$ cat src/rtl/vstat_pkg.sv
package vstat_pkg;
  typedef enum logic [2:0] {
    ALG_EDGE   = 3'd0,
    ALG_SUM    = 3'd1,
    ALG_MINMAX = 3'd2,
    ALG_COUNT  = 3'd3,
    ALG_HPOS   = 3'd4,
    ALG_VPOS   = 3'd5,
    ALG_RSV6   = 3'd6,
    ALG_RSV7   = 3'd7
  } alg_e;

  typedef enum logic [1:0] {
    CH_RED   = 2'd0,
    CH_GREEN = 2'd1,
    CH_BLUE  = 2'd2,
    CH_ALL   = 2'd3
  } chan_e;

  localparam int NUM_CH = 3;
endpackage

$ cat src/rtl/vstat_coord.sv
module vstat_coord #(
  parameter int COORD_W = 12
) (
  input  logic               clk,
  input  logic               rst_n,
  input  logic               hsync,
  input  logic               vsync,
  output logic               hs_rise,
  output logic               vs_rise,
  output logic [COORD_W-1:0] cur_x,
  output logic [COORD_W-1:0] cur_y
);
  localparam logic [COORD_W-1:0] CMAX = '1;

  logic               hs_d, vs_d;
  logic [COORD_W-1:0] x_q, y_q;

  assign hs_rise = hsync & ~hs_d;
  assign vs_rise = vsync & ~vs_d;

  // position of the sample present on this cycle
  always_comb begin
    if (hs_rise)         cur_x = '0;
    else if (x_q == CMAX) cur_x = CMAX;
    else                 cur_x = x_q + 1'b1;

    if (vs_rise)                     cur_y = '0;
    else if (hs_rise && y_q != CMAX) cur_y = y_q + 1'b1;
    else                             cur_y = y_q;
  end

  always_ff @(posedge clk) begin
    if (!rst_n) begin
      hs_d <= 1'b0;
      vs_d <= 1'b0;
      x_q  <= CMAX;
      y_q  <= CMAX;
    end else begin
      hs_d <= hsync;
      vs_d <= vsync;
      x_q  <= cur_x;
      y_q  <= cur_y;
    end
  end

  AST_X_ORIGIN: assert property (@(posedge clk) disable iff (!rst_n)
    $rose(hsync) |=> (x_q == '0));
  AST_Y_ORIGIN: assert property (@(posedge clk) disable iff (!rst_n)
    $rose(vsync) |=> (y_q == '0));
endmodule

$ cat src/rtl/vstat_ctrl.sv
module vstat_ctrl
  import vstat_pkg::*;
#(
  parameter int PIX_W   = 8,
  parameter int COORD_W = 12
) (
  input  logic               clk,
  input  logic               rst_n,
  input  logic               req_start,
  input  logic               vs_rise,
  input  logic [2:0]         in_alg,
  input  logic [1:0]         in_chan,
  input  logic [PIX_W-1:0]   in_thr,
  input  logic               in_below,
  input  logic               in_diff,
  input  logic [COORD_W-1:0] in_x0,
  input  logic [COORD_W-1:0] in_y0,
  input  logic [COORD_W-1:0] in_x1,
  input  logic [COORD_W-1:0] in_y1,
  output logic               busy,
  output logic               running,
  output logic               frame_start,
  output logic               frame_end,
  output alg_e               alg_q,
  output logic [1:0]         chan_q,
  output logic [PIX_W-1:0]   thr_q,
  output logic               below_q,
  output logic               diff_q,
  output logic [COORD_W-1:0] x0_q,
  output logic [COORD_W-1:0] y0_q,
  output logic [COORD_W-1:0] x1_q,
  output logic [COORD_W-1:0] y1_q
);
  logic take_req;

  assign take_req    = req_start & ~busy;
  assign frame_start = busy & ~running & vs_rise;
  assign frame_end   = running & vs_rise;

  always_ff @(posedge clk) begin
    if (!rst_n) begin
      busy    <= 1'b0;
      running <= 1'b0;
      alg_q   <= ALG_EDGE;
      chan_q  <= '0;
      thr_q   <= '0;
      below_q <= 1'b0;
      diff_q  <= 1'b0;
      x0_q    <= '0;
      y0_q    <= '0;
      x1_q    <= '0;
      y1_q    <= '0;
    end else if (take_req) begin
      busy    <= 1'b1;
      alg_q   <= alg_e'(in_alg);
      chan_q  <= in_chan;
      thr_q   <= in_thr;
      below_q <= in_below;
      diff_q  <= in_diff;
      x0_q    <= in_x0;
      y0_q    <= in_y0;
      x1_q    <= in_x1;
      y1_q    <= in_y1;
    end else if (frame_end) begin
      busy    <= 1'b0;
      running <= 1'b0;
    end else if (frame_start) begin
      running <= 1'b1;
    end
  end

  AST_START_AUTOCLR: assert property (@(posedge clk) disable iff (!rst_n)
    frame_end |=> !busy);
  AST_CFG_FROZEN: assert property (@(posedge clk) disable iff (!rst_n)
    busy |=> ($stable(alg_q) && $stable(chan_q) && $stable(thr_q) && $stable(below_q)
              && $stable(diff_q) && $stable(x0_q) && $stable(y0_q)
              && $stable(x1_q) && $stable(y1_q)));
endmodule

$ cat src/rtl/vstat_sample.sv
module vstat_sample
  import vstat_pkg::*;
#(
  parameter int PIX_W   = 8,
  parameter int COORD_W = 12
) (
  input  logic               clk,
  input  logic               rst_n,
  input  logic               hs_rise,
  input  logic [PIX_W-1:0]   pix_r,
  input  logic [PIX_W-1:0]   pix_g,
  input  logic [PIX_W-1:0]   pix_b,
  input  logic               pix_vld,
  input  logic [COORD_W-1:0] cur_x,
  input  logic [COORD_W-1:0] cur_y,
  input  logic [COORD_W-1:0] x0,
  input  logic [COORD_W-1:0] y0,
  input  logic [COORD_W-1:0] x1,
  input  logic [COORD_W-1:0] y1,
  input  logic [1:0]         chan,
  input  logic [PIX_W-1:0]   thr,
  input  logic               below,
  input  logic               diff_mode,
  output logic               in_win,
  output logic [PIX_W+1:0]   edge_term,
  output logic [PIX_W+1:0]   sum_term,
  output logic [1:0]         cnt_term,
  output logic [PIX_W-1:0]   smp_min,
  output logic [PIX_W-1:0]   smp_max,
  output logic               pos_pass
);
  localparam int TW = PIX_W + 2;

  function automatic logic [PIX_W-1:0] abs_gap(input logic [PIX_W-1:0] a,
                                               input logic [PIX_W-1:0] b);
    return (a > b) ? (a - b) : (b - a);
  endfunction

  function automatic logic [PIX_W-1:0] shave(input logic [PIX_W-1:0] d,
                                             input logic [PIX_W-1:0] t);
    return (d > t) ? (d - t) : '0;
  endfunction

  logic [PIX_W-1:0] cur_v [NUM_CH];
  logic [PIX_W-1:0] prv_v [NUM_CH];
  logic [PIX_W-1:0] e_c   [NUM_CH];
  logic [PIX_W-1:0] s_c   [NUM_CH];
  logic [PIX_W-1:0] mn_c  [NUM_CH];
  logic [PIX_W-1:0] mx_c  [NUM_CH];
  logic [NUM_CH-1:0] hit_c, pass_c, use_c;
  logic prev_ok, prev_eff;

  assign cur_v[0] = pix_r;
  assign cur_v[1] = pix_g;
  assign cur_v[2] = pix_b;

  assign in_win = pix_vld && (cur_x >= x0) && (cur_x <= x1)
                          && (cur_y >= y0) && (cur_y <= y1);

  // the first counted pixel on a line has no neighbour
  assign prev_eff = prev_ok & ~hs_rise;

  for (genvar c = 0; c < NUM_CH; c++) begin : g_ch
    logic [PIX_W-1:0] gap;
    assign use_c[c]  = (chan == CH_ALL) || (chan == 2'(c));
    assign gap       = abs_gap(cur_v[c], prv_v[c]);
    assign e_c[c]    = (use_c[c] && prev_eff) ? shave(gap, thr) : '0;
    assign s_c[c]    = use_c[c] ? cur_v[c] : '0;
    assign mn_c[c]   = use_c[c] ? cur_v[c] : '1;
    assign mx_c[c]   = use_c[c] ? cur_v[c] : '0;
    assign hit_c[c]  = use_c[c] && (below ? (cur_v[c] < thr) : (cur_v[c] > thr));
    assign pass_c[c] = use_c[c] && (diff_mode ? (prev_eff && (gap > thr))
                                              : (cur_v[c] > thr));

    always_ff @(posedge clk) begin
      if (!rst_n)      prv_v[c] <= '0;
      else if (in_win) prv_v[c] <= cur_v[c];
    end
  end

  always_ff @(posedge clk) begin
    if (!rst_n)       prev_ok <= 1'b0;
    else if (in_win)  prev_ok <= 1'b1;
    else if (hs_rise) prev_ok <= 1'b0;
  end

  always_comb begin
    edge_term = '0;
    sum_term  = '0;
    smp_min   = '1;
    smp_max   = '0;
    for (int c = 0; c < NUM_CH; c++) begin
      edge_term = edge_term + TW'(e_c[c]);
      sum_term  = sum_term + TW'(s_c[c]);
      if (mn_c[c] < smp_min) smp_min = mn_c[c];
      if (mx_c[c] > smp_max) smp_max = mx_c[c];
    end
  end

  assign cnt_term = 2'($countones(hit_c));
  assign pos_pass = |pass_c;
endmodule

$ cat src/rtl/vstat_accum.sv
module vstat_accum
  import vstat_pkg::*;
#(
  parameter int PIX_W   = 8,
  parameter int COORD_W = 12,
  parameter int ACC_W   = 32
) (
  input  logic               clk,
  input  logic               rst_n,
  input  logic               frame_start,
  input  logic               frame_end,
  input  logic               running,
  input  alg_e               alg,
  input  logic               in_win,
  input  logic [PIX_W+1:0]   edge_term,
  input  logic [PIX_W+1:0]   sum_term,
  input  logic [1:0]         cnt_term,
  input  logic [PIX_W-1:0]   smp_min,
  input  logic [PIX_W-1:0]   smp_max,
  input  logic               pos_pass,
  input  logic [COORD_W-1:0] cur_x,
  input  logic [COORD_W-1:0] cur_y,
  output logic [ACC_W-1:0]   res_main,
  output logic [ACC_W-1:0]   res_aux
);
  localparam int PW = COORD_W + 1;

  function automatic logic [ACC_W-1:0] sat_add(input logic [ACC_W-1:0] a,
                                               input logic [ACC_W-1:0] b);
    logic [ACC_W:0] s;
    s = {1'b0, a} + {1'b0, b};
    return s[ACC_W] ? '1 : s[ACC_W-1:0];
  endfunction

  logic advance, take, hit;
  logic [ACC_W-1:0]   edge_q, sum_q, cnt_q, edge_d, sum_d, cnt_d;
  logic [PIX_W-1:0]   mn_q, mx_q, mn_d, mx_d;
  logic [COORD_W-1:0] hs0_q, vs0_q, hs0_d, vs0_d;
  logic [PW-1:0]      he1_q, ve1_q, he1_d, ve1_d;
  logic [PW-1:0]      x_nx, y_nx;
  logic [ACC_W-1:0]   main_d, aux_d;
  alg_e               res_alg;

  assign advance = frame_start | (running & ~frame_end);
  assign take    = in_win & advance;
  assign hit     = take & pos_pass;
  assign x_nx    = {1'b0, cur_x} + 1'b1;
  assign y_nx    = {1'b0, cur_y} + 1'b1;

  always_comb begin
    logic [ACC_W-1:0]   e_b, s_b, c_b;
    logic [PIX_W-1:0]   mn_b, mx_b;
    logic [COORD_W-1:0] hs_b, vs_b;
    logic [PW-1:0]      he_b, ve_b;
    e_b  = frame_start ? '0 : edge_q;
    s_b  = frame_start ? '0 : sum_q;
    c_b  = frame_start ? '0 : cnt_q;
    mn_b = frame_start ? '1 : mn_q;
    mx_b = frame_start ? '0 : mx_q;
    hs_b = frame_start ? '1 : hs0_q;
    vs_b = frame_start ? '1 : vs0_q;
    he_b = frame_start ? '0 : he1_q;
    ve_b = frame_start ? '0 : ve1_q;

    edge_d = take ? sat_add(e_b, ACC_W'(edge_term)) : e_b;
    sum_d  = take ? sat_add(s_b, ACC_W'(sum_term))  : s_b;
    cnt_d  = take ? sat_add(c_b, ACC_W'(cnt_term))  : c_b;
    mn_d   = (take && smp_min < mn_b) ? smp_min : mn_b;
    mx_d   = (take && smp_max > mx_b) ? smp_max : mx_b;
    hs0_d  = (hit && cur_x < hs_b) ? cur_x : hs_b;
    vs0_d  = (hit && cur_y < vs_b) ? cur_y : vs_b;
    he1_d  = (hit && x_nx > he_b) ? x_nx : he_b;
    ve1_d  = (hit && y_nx > ve_b) ? y_nx : ve_b;
  end

  always_ff @(posedge clk) begin
    if (!rst_n) begin
      edge_q <= '0;
      sum_q  <= '0;
      cnt_q  <= '0;
      mn_q   <= '1;
      mx_q   <= '0;
      hs0_q  <= '1;
      vs0_q  <= '1;
      he1_q  <= '0;
      ve1_q  <= '0;
    end else if (advance) begin
      edge_q <= edge_d;
      sum_q  <= sum_d;
      cnt_q  <= cnt_d;
      mn_q   <= mn_d;
      mx_q   <= mx_d;
      hs0_q  <= hs0_d;
      vs0_q  <= vs0_d;
      he1_q  <= he1_d;
      ve1_q  <= ve1_d;
    end
  end

  always_comb begin
    main_d = '0;
    aux_d  = '0;
    case (alg)
      ALG_EDGE:   main_d = edge_q;
      ALG_SUM:    main_d = sum_q;
      ALG_MINMAX: begin main_d = ACC_W'(mn_q);  aux_d = ACC_W'(mx_q);  end
      ALG_COUNT:  main_d = cnt_q;
      ALG_HPOS:   begin main_d = ACC_W'(hs0_q); aux_d = ACC_W'(he1_q); end
      ALG_VPOS:   begin main_d = ACC_W'(vs0_q); aux_d = ACC_W'(ve1_q); end
      default:    ;
    endcase
  end

  always_ff @(posedge clk) begin
    if (!rst_n) begin
      res_main <= '0;
      res_aux  <= '0;
      res_alg  <= ALG_EDGE;
    end else if (frame_end) begin
      res_main <= main_d;
      res_aux  <= aux_d;
      res_alg  <= alg;
    end
  end

  AST_RES_HOLD: assert property (@(posedge clk) disable iff (!rst_n)
    !frame_end |=> ($stable(res_main) && $stable(res_aux)));
  AST_MINMAX_HI_ZERO: assert property (@(posedge clk) disable iff (!rst_n)
    (res_alg == ALG_MINMAX) |-> ((res_main >> PIX_W) == '0 && (res_aux >> PIX_W) == '0));
  AST_HPOS_ORDER: assert property (@(posedge clk) disable iff (!rst_n)
    (res_alg == ALG_HPOS && res_aux != '0) |-> (res_main < res_aux));
endmodule

$ cat src/rtl/vstat_top.sv
module vstat_top
  import vstat_pkg::*;
#(
  parameter int PIX_W   = 8,
  parameter int COORD_W = 12,
  parameter int ACC_W   = 32
) (
  input  logic               clk,
  input  logic               rst_n,
  input  logic [PIX_W-1:0]   pix_r,
  input  logic [PIX_W-1:0]   pix_g,
  input  logic [PIX_W-1:0]   pix_b,
  input  logic               pix_vld,
  input  logic               hsync,
  input  logic               vsync,
  input  logic               req_start,
  input  logic [2:0]         sel_alg,
  input  logic [1:0]         sel_chan,
  input  logic [PIX_W-1:0]   thr_level,
  input  logic               cnt_below,
  input  logic               pos_diff,
  input  logic [COORD_W-1:0] win_x0,
  input  logic [COORD_W-1:0] win_y0,
  input  logic [COORD_W-1:0] win_x1,
  input  logic [COORD_W-1:0] win_y1,
  output logic               busy,
  output logic [ACC_W-1:0]   res_main,
  output logic [ACC_W-1:0]   res_aux
);
  logic               hs_rise, vs_rise, running, frame_start, frame_end;
  logic [COORD_W-1:0] cur_x, cur_y, x0_q, y0_q, x1_q, y1_q;
  alg_e               alg_q;
  logic [1:0]         chan_q;
  logic [PIX_W-1:0]   thr_q, smp_min, smp_max;
  logic               below_q, diff_q, in_win, pos_pass;
  logic [PIX_W+1:0]   edge_term, sum_term;
  logic [1:0]         cnt_term;

  vstat_coord #(.COORD_W(COORD_W)) u_coord (
    .clk(clk), .rst_n(rst_n), .hsync(hsync), .vsync(vsync),
    .hs_rise(hs_rise), .vs_rise(vs_rise), .cur_x(cur_x), .cur_y(cur_y));

  vstat_ctrl #(.PIX_W(PIX_W), .COORD_W(COORD_W)) u_ctrl (
    .clk(clk), .rst_n(rst_n), .req_start(req_start), .vs_rise(vs_rise),
    .in_alg(sel_alg), .in_chan(sel_chan), .in_thr(thr_level),
    .in_below(cnt_below), .in_diff(pos_diff),
    .in_x0(win_x0), .in_y0(win_y0), .in_x1(win_x1), .in_y1(win_y1),
    .busy(busy), .running(running), .frame_start(frame_start), .frame_end(frame_end),
    .alg_q(alg_q), .chan_q(chan_q), .thr_q(thr_q), .below_q(below_q), .diff_q(diff_q),
    .x0_q(x0_q), .y0_q(y0_q), .x1_q(x1_q), .y1_q(y1_q));

  vstat_sample #(.PIX_W(PIX_W), .COORD_W(COORD_W)) u_sample (
    .clk(clk), .rst_n(rst_n), .hs_rise(hs_rise),
    .pix_r(pix_r), .pix_g(pix_g), .pix_b(pix_b), .pix_vld(pix_vld),
    .cur_x(cur_x), .cur_y(cur_y), .x0(x0_q), .y0(y0_q), .x1(x1_q), .y1(y1_q),
    .chan(chan_q), .thr(thr_q), .below(below_q), .diff_mode(diff_q),
    .in_win(in_win), .edge_term(edge_term), .sum_term(sum_term), .cnt_term(cnt_term),
    .smp_min(smp_min), .smp_max(smp_max), .pos_pass(pos_pass));

  vstat_accum #(.PIX_W(PIX_W), .COORD_W(COORD_W), .ACC_W(ACC_W)) u_accum (
    .clk(clk), .rst_n(rst_n), .frame_start(frame_start), .frame_end(frame_end),
    .running(running), .alg(alg_q), .in_win(in_win),
    .edge_term(edge_term), .sum_term(sum_term), .cnt_term(cnt_term),
    .smp_min(smp_min), .smp_max(smp_max), .pos_pass(pos_pass),
    .cur_x(cur_x), .cur_y(cur_y), .res_main(res_main), .res_aux(res_aux));
endmodule

$ cat config.mk
export PLATFORM = sky130hd
export DESIGN_NAME = vstat_top
export DESIGN_NICKNAME = d
export VERILOG_FILES = /design/src/rtl/vstat_pkg.sv /design/src/rtl/vstat_coord.sv /design/src/rtl/vstat_ctrl.sv /design/src/rtl/vstat_sample.sv /design/src/rtl/vstat_accum.sv /design/src/rtl/vstat_top.sv
export SDC_FILE = /design/constraint.sdc
export NUM_CORES = 1
export LEC_CHECK = 0
export ABC_CLOCK_PERIOD_IN_PS = 18100
export BUFFER_PORTS_ARGS = -buffer_cell sky130_fd_sc_hd__buf_2
export CAP_MARGIN = 25
export CORE_MARGIN = 1.5
export CORE_UTILIZATION = 55
export DETAILED_ROUTE_END_ITERATION = 7
export GPL_TIMING_DRIVEN = 0
export HOLD_SLACK_MARGIN = 0.02
export MAX_ROUTING_LAYER = met4
export PLACE_DENSITY_LB_ADDON = 0.05
export RECOVER_POWER = 25
export SETUP_SLACK_MARGIN = 0.5
export SLEW_MARGIN = 20
export SYNTH_ARGS = -nofsm -noshare
export SYNTH_HDL_FRONTEND = slang
export SYNTH_SLANG_ARGS = --single-unit
export TNS_END_PERCENT = 30
$ cat constraint.sdc
create_clock -name clk -period 18.1 [get_ports clk]
set_clock_uncertainty 0.05 [all_clocks]
set_input_delay 2.715 -clock clk [delete_from_list [all_inputs] [get_ports clk]]
set_output_delay 2.715 -clock clk [all_outputs]
set_load 0.1 [all_outputs]
==> results of run 1 <==
[worst min-delay path, cell delays in order, from the launching register on]
cell and delay (ns):
dfxtp_1 0.31, nand2_1 0.05, a21oi_1 0.05
[stage by stage]
stage                     worst slack, ns  instance area (um^2)  util (%)
final                                6.41                 27000      62.2
after global routing                 5.81                 27000      62.2
after floorplan                      7.63                 24400         -
after CTS                            6.53                 27000      62.3
after detailed placement             6.01                 25800      59.6
after global placement               5.72                 25800      59.5
[area by class of cell]
cell class | instances | area (um^2) | area share (%)
Antenna cell | 3 | 7.51 | 0.0278
Buffer | 158 | 697 | 2.58
Clock buffer | 57 | 1090 | 4.06
Clock inverter | 10 | 105 | 0.390
Inverter | 207 | 777 | 2.88
Multi-Input combinational cell | 2322 | 16200 | 60.0
Sequential cell | 323 | 6710 | 24.9
Tap cell | 585 | 732 | 2.71
Timing Repair Buffer | 140 | 654 | 2.43
[worst max path at each step]
| stage | startpoint | to | slack [ns] | depth (start not counted) |
|---|---|---|---|---|
| 6_report | pix_g[2] | u_accum.edge_q[21]$_SDFFE_PN0P_ | 6.41 | 38 |
| 5_1_grt | pix_g[2] | u_accum.edge_q[21]$_SDFFE_PN0P_ | 5.81 | 38 |
| 4_1_cts | pix_g[2] | u_accum.edge_q[21]$_SDFFE_PN0P_ | 6.53 | 38 |
| 3_5_place_dp | pix_g[2] | u_accum.edge_q[25]$_SDFFE_PN0P_ | 6.01 | 38 |
| 3_3_place_gp | pix_g[2] | u_accum.edge_q[25]$_SDFFE_PN0P_ | 5.72 | 37 |
| 2_1_floorplan | pix_g[2] | u_accum.edge_q[25]$_SDFFE_PN0P_ | 7.63 | 36 |
[sequential cells by signal, indices dropped and copies added, names as in the netlist, 13 cells and up]
| name | count |
|---|---|
| u_accum.ve1_q | 13 |
| u_accum.sum_q | 32 |
| u_accum.he1_q | 13 |
| u_sample.prv_v | 24 |
| u_accum.res_aux | 13 |
| u_accum.res_main | 32 |
| u_accum.edge_q | 32 |
| u_accum.cnt_q | 32 |
[metal layers]
layer  GRT usage, %  share of wire (%)
met2           58.2                 44
met4           16.5                4.7
met1           46.6                 41
met5              -                  0
met3           8.71                9.5
[where the power goes]
group	internal, mW	total, mW	switching (mW)
sequential	0.743	0.763	0.0202
clock	0.434	0.758	0.323
combinational	0.237	0.648	0.410
[kinds of logic after synthesis]
logic type      after synthesis  synth area share (%)
compound gates              757                  21.0
xor+xnor                    114                  4.10
fa+ha+maj                   313                  16.6
buf+inv                     365                  6.06
flops                       323                  27.6
mux                         117                  5.21
other cells                   1                0.0154
simple gates               1002                  19.4
[synthesized netlist by cell type (9+ instances only)]
| library cell | instances |
|---|---|
| buf_4 | 21 |
| o21bai_1 | 16 |
| a32o_1 | 12 |
| a21o_1 | 57 |
| fa_1 | 17 |
| o21ai_1 | 41 |
| mux2i_1 | 67 |
| a31oi_1 | 22 |
| nand2_1 | 320 |
| a311oi_1 | 11 |
| nor2b_1 | 26 |
| mux2_2 | 45 |
| a211oi_1 | 35 |
| nor4_1 | 9 |
| buf_2 | 15 |
| buf_1 | 18 |
| o21ai_0 | 93 |
| o211ai_1 | 15 |
| nand2b_1 | 24 |
| xnor2_1 | 68 |
| a22o_1 | 33 |
| nor3_1 | 105 |
| inv_1 | 206 |
| nor2_1 | 255 |
| o22ai_1 | 10 |
| o22a_1 | 12 |
| nand3_1 | 67 |
| o31ai_1 | 14 |
| o221ai_1 | 13 |
| o32a_1 | 9 |
| a21oi_1 | 223 |
| a22oi_1 | 33 |
| edfxtp_1 | 24 |
| a221oi_1 | 14 |
| and3_1 | 42 |
| and2_1 | 49 |
| nand4_1 | 61 |
| ha_1 | 296 |
| o21a_1 | 20 |
| and4_1 | 10 |
| dfxtp_1 | 299 |
| xor2_1 | 46 |
| clkbuf_1 | 103 |
==> metrics, run 1 <==
ANT nets after route=0; initial antenna violation count=3; crit path launch type=input port; drt pass-1 iters=6; reg2reg setup slack=8.38 ns; Slew headroom=4.93%; WS Path Type=in2reg; chip height=213 um; H-tree Lvls=2; fraction of registers with async set/reset=0%; fraction of layout cells with a size suffix above 1=8.11%; Buf/Inv on CP=3; worst hold path type=reg2reg; # Max-Cap Violations=0; worst path required time=18.46 ns; max frequency=85.5 MHz; CP arrival=12.05 ns; Max stage delay on crit path=0.53 ns; Mapped Area=24300 um^2; routed vias=23600; final max-slew violation count=0; FF-to-FF Start=u_sample.prv_v[1][2]$_SDFFCE_PN0P_; DIE WIDTH=213 um; min-delay src=u_ctrl.y1_q[6]$_SDFFE_PN0P_; CP delay by family, top=compound AO/OA/AOI/OAI gates; Rows=76; most frequent CP cell=ha_1; worst r2r dst=u_accum.edge_q[21]$_SDFFE_PN0P_; Total Power=2.17 mW; fin nets=3597; maximum vdd drop=0.0676 mV; clock tree sinks=323; CTS max path bufs=3; Final GP Congestion=1.05; Fin Hold WS=0.404 ns; CTS Root Cell=clkbuf_16; GRT Total Usage=37.5%; hold-fix buffers at CTS=0; DR WL/cell=21.8 um; placed cells=3734; CP max stage cell=or4_1; FF-to-FF path depth=36; cell taking the most area after synthesis=dfxtp_1; Remaining Overflow, GRT=0; Crit. End Element=register; DRC=0; largest net degree at the start of global routing=18; vias in the first global route=22800; Post-synth EDFFs=24; Crit Path Max Fanout=9; worst hold endpoint=u_ctrl.y1_q[6]$_SDFFE_PN0P_; commonest non-fill, non-tap cell in the layout=nand2_1; clk_lat worst skew=0.58 ns; setup TNS=0 ns; minimum clock period=11.69 ns; Num CTS Buffers=39; sequential fraction of the synthesis area=27.6%; Mapped Cells=2992; Tcrit/Tclk final=64.6%; final hold vios=0; Fill cells=4081; Setup Viol. Count Final=0; drt via density=6.19; Worst-Margin Slew=1.42 ns; post-cts repair resize count=0; CTS tree=done; YS warnings=0; placed wire-length estimate=65100 um; Post-CTS Setup Bufs=0; Initial Utilization=56.1%; largest cells by area after synthesis=dfxtp_1 (25%), ha_1 (15%), nand2_1 (4.9%), a21oi_1 (4.6%), nor2_1 (3.9%); core box area=43400 um^2; P_leak=11.5 nW; hold path cells=2; Initial DRC Count=2270; run status=complete, no violations; Syn Area/Cell=8.13 um^2; Final Routed Wirelength=83000 um; P per Cell Area=80.4 nW/um^2; Non-Filler Instances=3805; RSZ-0062 raised after global routing=no; area grow syn2layout=10.8%; port bufs=137; post-synth top area share=24.6%; commonest cells after routing, fill and taps aside=nand2_1 (320), dfxtp_1 (299), ha_1 (296); Die Footprint=45500 um^2; Yosys reg bits=323; Synth Flop Type=dfxtp_1; num ports=158; first-pass GRT wire length=127000 um; Clock transition at path regs=0.06 ns; post-synth cell types=99
(Power assumes the default switching activity.)
==> run 2: changes to the inputs <==
- ABC_AREA: unset -> 1
- ABC_CLOCK_PERIOD_IN_PS: 18100 -> 11560
- clock period: 18.1 -> 11.56 ns (I/O delays scaled with it)
==> run 2 against run 1 <==
- worst hold slack better by 0.0030 ns
- critical path type unchanged
- cell count is 22% higher
- combinational power rose by 68%
- synthesized area is 6.8% higher
- routed wire length is 6.8% higher
- clock-buffer cell count did not move
- die area grew 6.7%
- worst setup slack lost 4.7 ns
- sequential power increased by 56%
- flip-flop and latch count stayed put
- non-clock buffer count rose by 4
==> metrics, run 2 <==
drt via density=5.64 (was 6.19); minimum clock period=9.85 ns; DRC=0 (unchanged); most frequent CP cell=nand2_1 (was ha_1); placed wire-length estimate=70800 um (was 65100 um); # diodes=0 (was 3); run status=complete, no violations (unchanged); post-cts repair resize count=0 (unchanged); worst hold path type=reg2reg (unchanged); drt pass-1 iters=6 (unchanged); area grow syn2layout=11.3% (was 10.8%); max frequency=102 MHz; DP Area=27500 um^2 (was 25800 um^2); H-tree Lvls=2 (unchanged); Final GP Congestion=1.02 (was 1.05); FF-to-FF path depth=49 (was 36); Final Routed Wirelength=88700 um (was 83000 um); num ports=158 (unchanged); sequential fraction of the synthesis area=25.8% (was 27.6%); placed cells=4563 (was 3734); most numerous cell in the Yosys netlist=nand2_1 (unchanged); fraction of registers with async set/reset=0% (unchanged); P per Cell Area=126 nW/um^2 (was 80.4 nW/um^2); setup TNS=0 ns (unchanged); routed vias=26100 (was 23600); synth cell count leaders=nand2_1 (674), inv_1 (542), nor2_1 (394) (was nand2_1 (320), dfxtp_1 (299), ha_1 (296)); Initial DRC Count=2507 (was 2270); fraction of layout cells with a size suffix above 1=7.44% (was 8.11%); Fill cells=4623 (was 4081); WS Path Type=in2reg (unchanged); CTS max path bufs=3 (unchanged); Syn Area/Cell=6.84 um^2 (was 8.13 um^2); vias in the first global route=24700 (was 22800); largest net degree at the start of global routing=16 (was 18); fin nets=4406 (was 3597); worst r2r dst=u_accum.edge_q[29]$_SDFFE_PN0P_ (was u_accum.edge_q[21]$_SDFFE_PN0P_); Total Power=3.65 mW (was 2.17 mW); RSZ-0062 raised after global routing=no (unchanged); worst hold endpoint=u_ctrl.y1_q[4]$_SDFFE_PN0P_ (was u_ctrl.y1_q[6]$_SDFFE_PN0P_); final worst slack=1.71 ns (was 6.41 ns); port bufs=138 (was 137); Crit. End Element=register (unchanged); GRT Total Usage=37.6% (was 37.5%); first-pass GRT wire length=136000 um (was 127000 um); Slew headroom=20.3% (was 4.93%); Setup Viol. Count Final=0 (unchanged); Max stage delay on crit path=0.45 ns (was 0.53 ns); CP delay by family, top=simple AND/OR/NAND/NOR gates (was compound AO/OA/AOI/OAI gates); clk_lat worst skew=0.61 ns (was 0.58 ns); crit path launch type=input port (unchanged); DR WL/cell=19.1 um (was 21.8 um); min-delay src=u_ctrl.y1_q[4]$_SDFFE_PN0P_ (was u_ctrl.y1_q[6]$_SDFFE_PN0P_); final max-slew violation count=0 (unchanged); Clock transition at path regs=0.06 ns (about the same); Crit Path Max Fanout=10 (was 9); CP max stage cell=nor4_2 (was or4_1); FF-to-FF Start=u_sample.prv_v[0][0]$_SDFFCE_PN0P_ (was u_sample.prv_v[1][2]$_SDFFCE_PN0P_); CTS tree=done (unchanged); # Max-Cap Violations=0 (unchanged); Remaining Overflow, GRT=0 (unchanged); ANT nets after route=0 (unchanged); Worst-Margin Slew=1.19 ns (was 1.42 ns); Non-Filler Instances=4639 (was 3805); Die Footprint=48500 um^2 (was 45500 um^2); Tcrit/Tclk final=85.2%; CP arrival=10.32 ns (was 12.05 ns); Mapped Cells=3798 (was 2992); post-synth top area share=23.0% (was 24.6%); final hold vios=0 (unchanged); clock tree sinks=323 (unchanged); Fin Hold WS=0.407 ns (was 0.404 ns); worst path required time=12.03 ns (was 18.46 ns); Synth Flop Type=dfxtp_1 (unchanged); maximum vdd drop=0.114 mV (was 0.0676 mV); commonest non-fill, non-tap cell in the layout=nand2_1 (unchanged); initial antenna violation count=0 (was 3); largest cells by area after synthesis=dfxtp_1 (23%), ha_1 (14%), nand2_1 (9.7%), inv_1 (7.8%), a21oi_1 (7.5%) (was dfxtp_1 (25%), ha_1 (15%), nand2_1 (4.9%), a21oi_1 (4.6%), nor2_1 (3.9%)); P_leak=12.8 nW (was 11.5 nW); cell taking the most area after synthesis=dfxtp_1 (unchanged); CTS Root Cell=clkbuf_16 (unchanged); DIE WIDTH=220 um (was 213 um); Yosys reg bits=323 (unchanged); Num CTS Buffers=41 (was 39); core box area=46600 um^2 (was 43400 um^2); Initial Utilization=55.8% (was 56.1%); Rows=79 (was 76); YS warnings=0 (unchanged); chip height=220 um (was 213 um); commonest cells after routing, fill and taps aside=nand2_1 (674), inv_1 (542), nor2_1 (395) (was nand2_1 (320), dfxtp_1 (299), ha_1 (296)); pre-CTS WS=1.25 ns (was 6.01 ns); Buf/Inv on CP=10 (was 3); final core occ=62.1% (was 62.2%); hold-fix buffers at CTS=0 (unchanged); final instance area=28900 um^2 (was 27000 um^2); reg2reg setup slack=2.89 ns (was 8.38 ns); Post-CTS Setup Bufs=0 (unchanged); Post-synth EDFFs=24 (unchanged); Mapped Area=26000 um^2 (was 24300 um^2); post-synth cell types=70 (was 99); hold path cells=2 (unchanged)
run 2: changes by cell type after synthesis, moves of 139 or more:
cell,delta
o21ai_0,+225
a21oi_1,+165
nand2_1,+354
inv_1,+336
nor2_1,+139
run 2: cell families after synthesis:
logic type      count (synthesis)  synth area share (%)
xor+xnor                      151                  5.09
buf+inv                       718                  11.2
other cells                     1                0.0144
mux                             5                 0.193
compound gates                899                  19.1
simple gates                 1388                  23.0
fa+ha+maj                     313                  15.6
flops                         323                  25.8
run 2: how the worst max path moves through the flow:
stage                        start                               to  slack [ns]  cells past startpoint
after CTS                 pix_r[0]  u_accum.edge_q[31]$_SDFFE_PN0P_        1.83                     51
after global placement    pix_r[0]  u_accum.edge_q[31]$_SDFFE_PN0P_        1.29                     46
after global routing      pix_r[0]  u_accum.edge_q[28]$_SDFFE_PN0P_        0.86                     51
after detailed placement  pix_r[0]  u_accum.edge_q[29]$_SDFFE_PN0P_        1.25                     51
after floorplan           pix_r[0]  u_accum.edge_q[20]$_SDFFE_PN0P_        3.04                     46
final                     pix_r[0]  u_accum.edge_q[29]$_SDFFE_PN0P_        1.71                     51
run 2: cell type report:
type	instances	area, um^2	share of cell area, %
Inverter	557	2090	7.23
Buffer	161	812	2.81
Clock buffer	57	1180	4.07
Timing Repair Buffer	141	687	2.38
Tap cell	607	759	2.63
Sequential cell	323	6710	23.2
Clock inverter	18	248	0.857
Multi-Input combinational cell	2775	16400	56.8
run 2: power breakdown:
part / internal [mW] / switching, mW
Combinational: 0.359 / 0.733
Clock: 0.808 / 0.564
Sequential: 1.17 / 0.0233
run 2: metal layers:
metal	share of wire (%)	up-vias	global-route usage, %
met4	4.4	0	15.5
li1	-	12900	-
met5	0	-	-
met1	42	11900	47.2
met3	9.6	229	8.65
met2	44	1107	58.0
run 2: worst min-delay path, cell delays in order, from the launching register on:
cell     delay, ns
dfxtp_1       0.30
inv_1         0.06
a21oi_1       0.05
